### src/rtl/lowtime_timer.sv
module lowtime_timer #(
  parameter int W = 16
) (
  input  logic         clk,
  input  logic         rst_n,
  input  logic         bus_in,
  input  logic         bus_mode,
  input  logic         rise_ie,
  input  logic         stat_clr,
  output logic [W-1:0] low_cnt,
  output logic         irq,
  output logic         edge_stat
);
  localparam logic [W-1:0] CMAX = {W{1'b1}};

  logic s1, s2, s3, run;
  logic fall, rise;

  always_ff @(posedge clk or negedge rst_n)
    if (!rst_n) {s1, s2, s3} <= 3'b111;
    else        {s1, s2, s3} <= {bus_in, s1, s2};

  assign fall = bus_mode & s3 & ~s2;
  assign rise = bus_mode & ~s3 & s2;

  always_ff @(posedge clk or negedge rst_n)
    if (!rst_n) begin
      run     <= 1'b0;
      low_cnt <= '0;
    end else if (!bus_mode) begin
      run     <= 1'b0;
    end else if (fall) begin
      run     <= 1'b1;
      low_cnt <= '0;
    end else if (rise) begin
      run     <= 1'b0;
    end else if (run && low_cnt != CMAX) begin
      low_cnt <= low_cnt + 1'b1;
    end

  always_ff @(posedge clk or negedge rst_n)
    if (!rst_n)                edge_stat <= 1'b0;
    else if (rise && rise_ie)  edge_stat <= 1'b1;
    else if (stat_clr)         edge_stat <= 1'b0;

  assign irq = edge_stat;


  fall_clears_chk: assert property (@(posedge clk) disable iff (!rst_n)
    fall |=> (low_cnt == '0 && run));

  hold_when_idle_chk: assert property (@(posedge clk) disable iff (!rst_n)
    (!run && !fall) |=> $stable(low_cnt));

  no_wrap_chk: assert property (@(posedge clk) disable iff (!rst_n)
    (run && !fall && low_cnt == CMAX) |=> low_cnt == CMAX);

  mode_off_idle_chk: assert property (@(posedge clk) disable iff (!rst_n)
    !bus_mode |=> (!run && $stable(low_cnt)));

  rise_sets_stat_chk: assert property (@(posedge clk) disable iff (!rst_n)
    (rise && rise_ie) |=> edge_stat);

  clear_stat_chk: assert property (@(posedge clk) disable iff (!rst_n)
    (stat_clr && !(rise && rise_ie)) |=> !edge_stat);
endmodule

### config.mk
export PLATFORM = sky130hd
export DESIGN_NAME = lowtime_timer
export DESIGN_NICKNAME = d
export VERILOG_FILES = /design/src/rtl/lowtime_timer.sv
export SDC_FILE = /design/constraint.sdc
export NUM_CORES = 1
export LEC_CHECK = 0
export BUFFER_PORTS_ARGS = -buffer_cell sky130_fd_sc_hd__buf_2
export CORE_UTILIZATION = 47
export DETAILED_ROUTE_END_ITERATION = 7
export GPL_ROUTABILITY_DRIVEN = 0
export PLACE_DENSITY = 0.77
export SYNTH_ARGS = -nofsm -noshare
export SYNTH_HDL_FRONTEND = slang
export SYNTH_SLANG_ARGS = --single-unit
### constraint.sdc
create_clock -name clk -period 1.65 [get_ports clk]
set_input_delay 0.2475 -clock clk [delete_from_list [all_inputs] [get_ports clk]]
set_output_delay 0.2475 -clock clk [all_outputs]
set_load 0.02 [all_outputs]
* Word level (Yosys, flattened, before mapping)
Index checks and enable logic that the tools add are counted.
** Word-level totals
- Register bits after elaboration :: 21
- Input port bits :: 6
- Output and inout port bits :: 18
- Word-level logic and storage cells :: 29
** Cells by class
- Add/sub/neg operators :: 1
- Equal/unequal tests :: 3
- Muxes and demuxes :: 8
- Bitwise logic cells :: 6
- Reductions and logical operators :: 5
** Operators by type and width (count)
- $mux 16 :: 3
- $add 16x1->16 const B :: 1
- $ne 16x16->1 const B :: 1
- $mux 1 :: 5
- $and 1x1->1 :: 4
- $reduce_bool 2->1 :: 2
- $ne 3x1->1 const B :: 1
- $reduce_and 3->1 :: 1
- $logic_and 1x1->1 :: 2
- $ne 2x2->1 const B :: 1
- $not 1->1 :: 2

* Longest topological paths before layout
Gate-level depths: netlist (run 1).
- Depth after elaboration :: 6
- Gate-level depth with buffers :: 7

* Least setup slack after synthesis (run 1)
Ideal clock, no wire load.
- Path type :: reg-to-reg
- Start :: register low_cnt[0]
- End :: register low_cnt[14]
- Data arrival time :: 1.798 ns
- Data required time :: 1.572 ns
- Slack :: -0.226 ns
- Cell stages (with the launch flop) :: 6
- Buffers on the path :: 0
- Clock period less this slack :: 1.876 ns
- Path through :: dfrtp_1 -> ha_1 -> nand3_2 -> or3_4 -> or4_1 -> a21oi_1
** On the way
- Word-level cells in the longest chain between the ends :: 4
- Elaborated cells between the ends (all ways) :: 8
- Those cells by class :: 1 x add/sub; 1 x eq/ne; 3 x mux; 3 x reduce/logical
** Ends and longest elaborated chain
- start: declaration :: RTL line 10 : output logic [W-1:0] low_cnt,
- start signal: assignment :: RTL line 38 : low_cnt <= low_cnt + 1'b1;
- $add 16x1->16 / $ne 16x16->1 (equally long branches) :: RTL line 38, 37
- $mux 16 / $logic_and 1x1->1 (equally long branches) :: RTL line 37 : end else if (run && low_cnt != CMAX) begin
- $mux 16 / $reduce_bool 2->1 (equally long branches)
- $mux 16 / $reduce_and 3->1 (equally long branches)
Several ways; a longest one is shown, not always the timed one. The select of a mux whose other input is x is not followed.
A chain may end at the register's enable or synchronous reset.

* Worst setup path after layout (run 1)
- Start :: register low_cnt[1]
- End :: register low_cnt[14]
Same word-level chain as after synthesis.

==> run summary, run 1 <==
The required time of the critical path is about 1900 ps. The total track usage came out at 0.238. The count of input and output buffers came out at 23. The first routing iteration left 29 violations.

In this run the critical register-to-register path is captured at low_cnt[14]. The initial antenna violation count came out at 0. The slew at the pin closest to its max-slew limit is 465 ps. The cell area after technology mapping is 1120 um2.

Measured against its own limit, the worst slew margin works out to 0.690. Of the cells placed in the final design, the portion with a size suffix greater than 1 is 0.462. The max-slew violation total from the final report is 0. Clock-pin slew was measured on the worst setup and hold paths at 120 ps. The element type at the critical path start is a flip-flop. The number of nets with antenna violations after routing came out at 0. The post-synthesis area per instance is 9.81 um2. The cell count after placement is 173.

The largest net degree at the start of global routing is 22. The finished cells cover ~1500 um2. The worst hold-check slack came out at 128 ps. Of the synthesized area, sequential elements account for 0.473. The number of global-route vias before repair came to 987.

The row count is 17. The clock period minus worst slack came out at 1690 ps. The I/O pin total came out at 24. The wire-length estimate of the detail-placed layout is ~2000 um. The worst setup path startpoint is low_cnt[1]. Across all setup checks in the final design, the least slack found is -37.6 ps. On the critical path, the stage with the largest delay is an instance of sky130_fd_sc_hd__dfrtp_2. Clock skew on the completed layout was measured at around 3.3 ps.

From synthesis to final layout, the design area changed by 37.2%. The number of iterations in the first detailed-routing pass came out at 4. The setup violation total in the final timing report came out at 6.

At the later pin of the worst-skew pair, clock insertion delay measures 300 ps. The number of nets at the end of the flow is 164. For flop-to-flop paths, the worst setup slack is -40 ps. The number of inserted filler cells in the final layout is 172. The number of library cell types mapped by synthesis came out at 33. The aggregate routed wire length came out at 2850 um. The cell count after synthesis came out at around 110. The CTS tree is done. The largest stage delay on the critical path came out at between 400 and 500 ps. For hold timing, the worst endpoint is edge_stat. The post-synthesis sequential element count came out at 21. Along the worst path, the maximum fanout reaches 4. In this run, CTS created clock tree buffers numbering 3. The number of warning messages in the yosys log came out at 0.

Summing all placed instances gives a cell area of between 1000 and 1500 um2. The number of levels the H-tree was split into came out at 1. The data arrival time of the critical path is 1930 ps. The startpoint of the most critical hold path is stat_clr.

The count of final hold-check violations is 0. Max-cap violations in this run came to 0. The completed layout was analyzed and its total power is 923 uW. The class of the worst hold path is in -> reg. The final reports fail on setup timing.

The ratio of final minimum period to clock period is 1.02. The DRC violation count after routing is 0. The cell sitting at the root of the clock tree is a sky130_fd_sc_hd__clkbuf_4. Power spread over the standard cell area amounts to 601 nW/um2. Setup repair after global routing could not meet its margin everywhere.

The peak ir drop on the vdd network is 423 uV. The top cell type by total area after synthesis is sky130_fd_sc_hd__dfrtp_1. The overall via count from detail_route came out at 1097. The total overflow left after global routing is 0. The die width came out at 50.8 um.

The number of nets handed over by synthesis was between 100 and 150. The number of antenna repair diodes came out at 0. The CTS sink count came out at 21. By area the synthesized netlist is led by sky130_fd_sc_hd__dfrtp_1 40%, sky130_fd_sc_hd__dfstp_2 7.0%, sky130_fd_sc_hd__or4_1 6.7%.

Walking the worst path, the cells encountered are ha_4 > nand3_4 > or3_4 > or4_1 > a21oi_2. Counting instances, the worst hold path has a depth of 2. The initial core utilization is 0.501. The critical path in this run is classified as reg -> reg. The final standard cell count with taps included and fillers excluded came out at 184.

Timing would allow up to 593 MHz. The core box area came out at 2230 um2. The share of the synthesized area in the top cell type came out at 0.403. The per-cell routed wire length is 15.5 um. The nature of the critical path endpoint is a flip-flop. In this run the critical register-to-register path is launched from low_cnt[1].

The cell count of the worst reg-to-reg path is 5. The flow ran to the end, but the final reports show violations. The floorplan die height is 50.8 um. The number of buffers on the longest clock path came out at 2. The mean number of vias per cell is 5.96. The die covers 2580 um2. The first global-routing pass estimated 4530 um of wire. The leakage component of the power came out at approximately 0.00066 uW.
==> worst max path at each step <==
stage                              to  slack, ps
after floorplan           low_cnt[14]        -40
after global placement    low_cnt[15]         20
after detailed placement   low_cnt[3]        -50
after CTS                 low_cnt[14]        -40
after global routing      low_cnt[14]       -110
final                     low_cnt[14]        -40
==> state kept, by name, indices dropped and copies added (netlist names) <==
register and flops:
low_cnt 16, edge_stat 1, s3 1, s1 1, run 1, s2 1
==> cell usage after synthesis (all sizes together) <==
master,instances
nor3,1
nor2,2
dfrtp,18
o21ai,3
a31oi,1
nand4b,1
buf,3
o22ai,1
ha,1
or3,3
clkbuf,3
mux2i,2
and3,1
nand3b,1
inv,1
a41o,1
nand3,7
dfstp,3
o31ai,9
nand2b,3
nand4,6
nand2,12
or4,10
and4,2
o41ai,1
a21oi,13
and2,2
nor4,3
==> kinds of logic (layout without fill, tap and decap cells) <==
kind of cell | count (synthesis) | in the layout | share of synthesized area
AO/OA/AOI/OAI | 29 | 29 | 0.160
AND/OR/NAND/NOR | 54 | 54 | 0.301
multiplexers | 2 | 2 | 0.0179
adder cells (fa/ha/maj) | 1 | 1 | 0.0112
flip-flops | 21 | 21 | 0.473
buffers and inverters | 7 | 49 | 0.0369
==> power breakdown <==
group / total [uW] / internal, uW / switching (uW)
registers: 555 / 535 / 19.6
clock network: 252 / 94.1 / 158
logic: 117 / 50.8 / 65.9
==> through the flow <==
step	worst slack, ps	TNS [ps]	utilization
4_1_cts	-42.6	-84.9	0.652
2_1_floorplan	-40.1	-116	-
6_report	-37.6	-107	0.687
5_1_grt	-112	-843	0.687
3_5_place_dp	-52.8	-136	0.615
3_3_place_gp	18.2	0	0.615
==> cell type report <==
| type | instances | area [um2] | area share |
|---|---|---|---|
| Tap cell | 28 | 35.0 | 0.0228 |
| Timing Repair Buffer | 44 | 290 | 0.189 |
| Clock buffer | 4 | 26.3 | 0.0171 |
| Sequential cell | 21 | 536 | 0.349 |
| Inverter | 1 | 3.75 | 0.00244 |
| Multi-Input combinational cell | 86 | 644 | 0.420 |
==> layer usage <==
layer	GRT usage	wire [um]	vias up
met5	0	0	-
li1	-	-	526
met1	0.303	1260	520
met3	0.0424	131	7
met4	0.0833	51	0
met2	0.402	1410	44
==> placed cells by master (no fill, tap or decap), drive strengths merged <==
cell type,instances
o31ai,9
or4,10
o21ai,3
nand4b,1
nor4,3
dfstp,3
nand4,6
nand2,12
a31oi,1
nand2b,3
o22ai,1
dfrtp,18
nor2,2
inv,1
nor3,1
and4,2
mux2i,2
a41o,1
and3,1
and2,2
nand3,7
or3,3
nand3b,1
o41ai,1
clkbuf,4
dlygate4sd3,2
a21oi,13
ha,1
buf,42
==> critical path, delay by kind of cell (launching register included) <==
kind,cells,cell delay [ps]
AND/OR/NAND/NOR,3,910
flip-flops,1,430
AO/OA/AOI/OAI,1,130
adder cells (fa/ha/maj),1,160
==> repair_timing <==
item | CTS | global route
resized for setup | 7 | 11
hold endpoints to repair | 18 | 1
hold buffers | 1 | 1
setup buffers | 2 | 3
endpoints found under the setup margin | 13 | 15
pin swaps | 4 | 4
(Power assumes the default switching activity.)
==> inputs of run 2 (changes only) <==
- ABC_AREA: unset -> 1
- CORE_UTILIZATION: 47 -> 48
- PLACE_DENSITY: 0.77 -> 0.78
==> run 2 against run 1 <==
  * The flow now finishes without violations
  * Flip-flop and latch count unchanged
  * Synthesized cell count increased by 32%
  * Maximum frequency increased by 11%
  * Combinational power increased by 9%
  * Synthesized area increased by 8.8%
  * Wire length decreased by 11%
  * Critical endpoint is now low_cnt[4]
==> run summary, run 2 <==
The final standard cell count with taps included and fillers excluded came out at 211. By count the netlist is led by 38 x sky130_fd_sc_hd__nand2_1, 23 x sky130_fd_sc_hd__nand3_1, 18 x sky130_fd_sc_hd__dfrtp_1, 13 x sky130_fd_sc_hd__inv_1, 12 x sky130_fd_sc_hd__nor2_1. The layout overhead on the synthesized area came out at 18.1%.

The overflow left after global routing is 0. In this run, synthesis produced a sequential element count of 21. The count of input and output buffers came out at 23. The die width is 52.4 um. The number of nets at the end of the flow came out at about 190. The library cells used most frequently in the layout, excluding fill and tap cells, are 38 x sky130_fd_sc_hd__nand2_1, 23 x sky130_fd_sc_hd__nand3_1, 23 x sky130_fd_sc_hd__buf_2. For this design the ratio of total power to cell area is 645 nW/um2.

Yosys instantiated no cell more often than sky130_fd_sc_hd__nand2_1. For this run, the total global-route usage over all layers was measured as 0.226. The post-synthesis cell count came out at 150. The max-slew violation total from the final report was 0. The mean number of vias per cell is 5.17. Synthesis produced a netlist with a net count of about 160. The per-cell routed wire length came out at 12.0 um. In this run the remaining antenna-violating nets after routing total 0.

The I/O pin total is 24. The most used flip-flop cell after synthesis is sky130_fd_sc_hd__dfrtp_1. The clock latency on the worst-skew pair came out at 310 ps. Wires add up to 2540 um. The path class of the tightest hold or removal check is in -> reg. The cell count of the worst reg-to-reg path came out at 8. STA classifies the critical path startpoint as a flip-flop. The critical path starts at low_cnt[1]. Counting flops with an async set or reset pin after synthesis yields a share of 1.00. The register with the most flip-flops in the layout has 16 of them.

The slew at the pin closest to its max-slew limit came out at around 460 ps. The core box area came out at 2300 um2. The number of library cell types mapped by synthesis is 26. The number of antenna repair diodes came out at 0.

The number of warning messages in the yosys log is 0. The buffering stage count on the worst path with inverters included came out at 1. After clock tree synthesis, the clock-pin slew on the worst setup and hold paths is 110 ps.

Data on the critical path arrives at its endpoint at 1760 ps. The largest individual stage delay along the critical path comes from the cell sky130_fd_sc_hd__dfrtp_1. The finished cells cover 1440 um2. The number of global-route vias before repair is 1044. The setup violation total in the final timing report is 0.

The filler cells instantiated in the layout total 195. The type of the worst setup path is reg -> reg. The required time of the critical path came out at 1880 ps. The share of the synthesized area in the top cell type is 0.370. The cell area after technology mapping came out at around 1200 um2.

In this design, the stage delay of the slowest critical-path cell is 400 ps. The register with the most flip-flops in the final layout is low_cnt. The CTS sink count came out at 21. The max-capacitance violation count is 0. The fraction of layout cells with a size suffix above 1 came out at 0.290. Of all nets on the critical path, the largest fanout is 16. The first global-routing pass estimated 4570 um of wire. The DRC violation count after routing is 0. The share of the yosys chip area belonging to registers came out at 0.435.

The HPWL after detailed placement is 1860 um. Headroom to the max-slew limit came out at 0.692. The number of levels the H-tree was split into came out at 1. The post-synthesis area per instance came out at 8.12 um2. Traced cell by cell, the critical path runs through ha_2 > nand2_2 > nor2_4 > nand4_4 > nand2_4 > buf_6 > nand3_1 > o21ai_0. The setup slack on the worst flop-to-flop path is 120 ps. STA classifies the critical path endpoint as a flip-flop. The worst path in the final design needs a cycle of 1530 ps, including I/O delays and setup. The initial detailed-routing violation count is 29. The run finished with clean final reports. In this run the static leakage power is 0.000688 uW. The kind of cell adding the most delay to the critical path is simple AND/OR/NAND/NOR gates. The CTS tree is done. The library cell used most frequently in the layout, excluding fill and tap cells, is sky130_fd_sc_hd__nand2_1. The endpoint of the lowest-slack register-to-register path is low_cnt[4]. The clock buffer count from CTS came out at 3. The initial core utilization came out at 0.530. The worst register-to-register path begins at low_cnt[1].

For this run, the top clock speed supported by timing is 655 MHz. The initial antenna violation count is 0. The initialized floorplan defines 17 standard-cell rows.

For this block, the via count after detailed routing is about 1100. The worst-case IR drop observed on VDD is roughly 460 uV. The die covers 2740 um2. Dividing the final minimum period by the clock period gives 0.925.

The root cell of the clock tree is sky130_fd_sc_hd__clkbuf_4. Entering global routing, the biggest net connects 22 pins. The number of iterations in the first detailed-routing pass is 4. The number of buffers on the longest clock path is 2. The number of enable-type register cells in the synthesized netlist is 0. sky130_fd_sc_hd__dfrtp_1 takes more of the synthesized area than any other cell. After detailed placement, the design holds a cell count of 204. In the post-synthesis netlist, the biggest area contributors are sky130_fd_sc_hd__dfrtp_1 37%, sky130_fd_sc_hd__nand2_1 12%, sky130_fd_sc_hd__nand3_1 9.5%. The final setup skew is 3.97 ps. Counting buffers and inverters, the worst setup path is 8 cells deep. In this run the worst setup path terminates at low_cnt[4]. The setup TNS came out at 0 ps.

The count of final hold-check violations is 0. Once placement finished, the instance area stood at 1380 um2. The floorplan die height is between 50 and 60 um.
-- run 2: worst min-delay path by stage --
stage / startpoint / slack, ps / depth (start not counted) / to
after floorplan: rst_n / -50 / 0 / edge_stat
after global placement: rst_n / 220 / 1 / run
after detailed placement: rst_n / 220 / 1 / run
after CTS: bus_in / 30 / 1 / s1
after global routing: bus_in / 8 / 1 / s1
final: bus_in / 30 / 1 / s1
-- run 2: timing repair --
| item | in CTS | in global routing |
|---|---|---|
| setup endpoints to repair | 0 | 16 |
| hold endpoints to repair | 18 | 0 |
| gates resized for setup | 0 | 3 |
| hold buffers | 1 | 0 |
| setup buffers | 0 | 2 |
-- run 2: logic make-up after synthesis --
group	synth area share
and+or+nand+nor	0.361
AOI/OAI and AO/OA	0.0596
xor gates and xnor gates	0.0647
DFF	0.435
adders and majority gates	0.0103
buffers and inverters	0.0699
-- run 2: where the power goes --
group          switching [uW]  internal, uW  total, uW
Clock                     155          94.6        250
Sequential               13.6           536        550
Combinational            79.2          48.6        128
-- run 2: layout make-up --
type	instances	area, um2	area share
clock buffers	4	26.3	0.0183
multi-input cells	112	606	0.421
repair buffers	32	189	0.131
flip-flops and latches	21	529	0.368
well taps	28	35.0	0.0244
inverters	14	52.6	0.0366
-- run 2: metal layers --
layer	vias to the layer above	global-route usage	routed length (um)
li1	547	-	-
met1	509	0.285	1140
met2	30	0.382	1210
met3	5	0.0319	130
met4	0	0.0965	57
met5	-	0	0
-- run 2: through the flow --
step	worst slack (ps)	total power, uW	hold slack [ps]	utilization
final	124	928	27.7	0.626
after CTS	85.1	928	27.1	0.617
after floorplan	101	631	-48.1	-
after global placement	187	677	215	0.601
after global routing	-6.54	979	7.62	0.626
after detailed placement	104	680	223	0.601
==> inputs of run 3 (changes only) <==
- CORE_UTILIZATION: 48 -> 53
- PLACE_DENSITY: 0.78 -> 0.81
- RECOVER_POWER: unset -> 50
- clock period: 1.65 -> 1.5 ns (I/O delays scaled with it)
==> run 3 against run 2 <==
  * The flow now finishes with violations (setup timing)
  * Design area up 9.0%
  * Core utilization up 13 points
  * Critical path depth down 1
  * Combinational power up 42%
  * Sequential power up 11%
  * Wire length up 31%
  * Critical path type unchanged
  * Largest cell class unchanged
==> run summary, run 3 (same netlist as run 2, synthesis figures left out) <==
The run finished, with violations left. The final reports fail on setup timing. The overflow left after global routing is 0. Wire segments on met2 add up to 1630 um in the final route. The initial core utilization is 0.590. The count of cell instances traversed by the critical path came out at 7.

The die width came out at about 50 um. The HPWL after detailed placement is 1980 um. The element type at the critical path start is a flip-flop.

The final setup skew came out at 7.36 ps. No sink is reached through more buffers than the 2 on the longest clock path. The peak ir drop on the vdd network came out at 546 uV.

The power density over cell area came out at between 600 and 700 nW/um2. TritonCTS built the clock tree. The DRC violation count after routing is 0.

In this run the count of I/O pins placed on the die edge is 24. In the routed layout, each cell is associated on average with a via count of 5.69. In the final routed layout, each cell accounts on average for 15.4 um. Clock-pin slew was measured on the worst setup and hold paths at 120 ps. Routed signal wires occupy layers up through met4.

On the critical path, the stage with the largest delay is an instance of sky130_fd_sc_hd__dfrtp_2. The CTS sink count is 21. The number of global-route vias before repair was 1078. The number of nets at the end of the flow came out at 198. The register with the most flip-flops in the layout has 16 of them. The signal on the critical path passes through ha_4 > nand2_2 > nor2_4 > buf_4 > nand3_1 > xor2_1 > o21ai_0. The overall via count from detail_route is 1234. Across every metal layer, demand over resource in global routing totals 0.244. The worst-path maximum fanout came out at 5. The final layout contains routed wiring with a total length of 3330 um. In the layout the commonest cells are 38 x sky130_fd_sc_hd__nand2_1, 21 x sky130_fd_sc_hd__nand3_1, 18 x sky130_fd_sc_hd__buf_2. The worst max-slew margin expressed relative to the limit came out at 0.651. Across all setup checks in the final design, the least slack found is -36.3 ps.

On the worst path, the slowest cell contributes a delay of 410 ps. The cell count of the worst reg-to-reg path came out at 7. On the final layout, the worst hold slack is 127 ps.

Setup violations remaining at the end of the flow were counted as 1. The max-slew violation total from the final report is 0. The worst setup path is captured at a flip-flop. The clock latency on the worst-skew pair came out at 300 ps. The number of antenna diodes in the final layout is 0. The startpoint of the most critical hold path is stat_clr. The initial detailed-routing violation count is 65. The setup path with the least slack is of type reg -> reg.

Along the worst hold path, the cell count comes to 2. After filler insertion, the fill cell instance count of the layout stands at 148. The core box area came out at about 2100 um2. The count of final hold-check violations came out at 0. The largest net degree at the start of global routing came out at 22. The initial antenna violation count came out at 0.

The number of nets with antenna violations after routing is 0. The fmax came out at 651 MHz. The worst hold path belongs to the class in -> reg. The first detailed-routing pass took 6 iterations. The clock buffer count from CTS came out at 3.

In this run the number of H-tree levels came out at 1. The total met3 wirelength after detailed routing came out at 351 um. The floorplan has 16 rows. The global-route wire length before repair came out at 4570 um.

STA puts the critical path data required time at roughly 1700 ps. The setup check on the worst reg-to-reg path leaves a slack of -40 ps. The layout overhead on the synthesized area came out at 28.7%.

The cell sitting at the root of the clock tree is a sky130_fd_sc_hd__clkbuf_4. The critical path starts at low_cnt[1]. The leakage component of the power came out at 0.000721 uW. Max-cap violations in this run came to 0. The die covers 2490 um2.

The worst register-to-register path begins at low_cnt[1]. The ratio of final minimum period to clock period is 1.02. The detailed-route wire length on metal 1 is approximately 1300 um.

Leaving out fill and tap cells, the most frequent cell in the layout is sky130_fd_sc_hd__nand2_1. The data arrival time of the critical path is between 1500 and 2000 ps. The worst setup slack before clock tree synthesis is -20.1 ps. Together, buffers and inverters on the worst path number 1.

At the pin with the least slew margin, the transition time is 523 ps. The floorplan die height is about 50 um. The register with the most flip-flops in the final layout is low_cnt. The fraction of layout cells with a size suffix above 1 is 0.321.

The kind of cell adding the most delay to the critical path is flip-flops. The clock period minus worst slack came out at 1540 ps. The count of input and output buffers came out at 23.
[run 3: final timing paths]
check / end
setup reg to reg: low_cnt[6]
setup / recovery: low_cnt[6]
min in group asynchronous: low_cnt[4]
max in group asynchronous: low_cnt[1]
hold reg to reg: s2
hold / removal: edge_stat
[run 3: routing by layer]
metal  vias up  GRT usage
met1       568      0.316
met5         -          0
met3        14     0.0247
met2        81      0.421
met4         0     0.0810
li1        571          -
[run 3: report_power, final]
group          switching (uW)  internal (uW)  leakage [uW]
combinational             108           73.8      0.000429
sequential               20.3            592      0.000277
clock                     174            104     0.0000150
[run 3: layout make-up]
class,instances,area [um2],area share
well taps,27,33.8,0.0216
multi-input cells,112,657,0.419
repair buffers,39,265,0.169
inverters,14,52.6,0.0335
flip-flops and latches,21,532,0.339
clock buffers,4,26.3,0.0168
[run 3: stage by stage]
step	std cells	power, uW	util	cell area, um2	TNS (ps)
after floorplan	150	697	-	1220	0
after global placement	207	749	0.684	1410	0
after detailed placement	207	754	0.684	1410	-33.1
after CTS	212	1020	0.705	1450	0
after global routing	217	1110	0.760	1570	-477
final	217	1070	0.760	1570	-36.3
[run 3: what timing repair did]
action                                  CTS  global route
resized for setup                         2            13
endpoints found under the setup margin   13            16
setup buffers                             0             3
endpoints found under the hold margin    18             1
cloned                                    0             1
pin swaps                                 0             4
hold buffers                              1             1
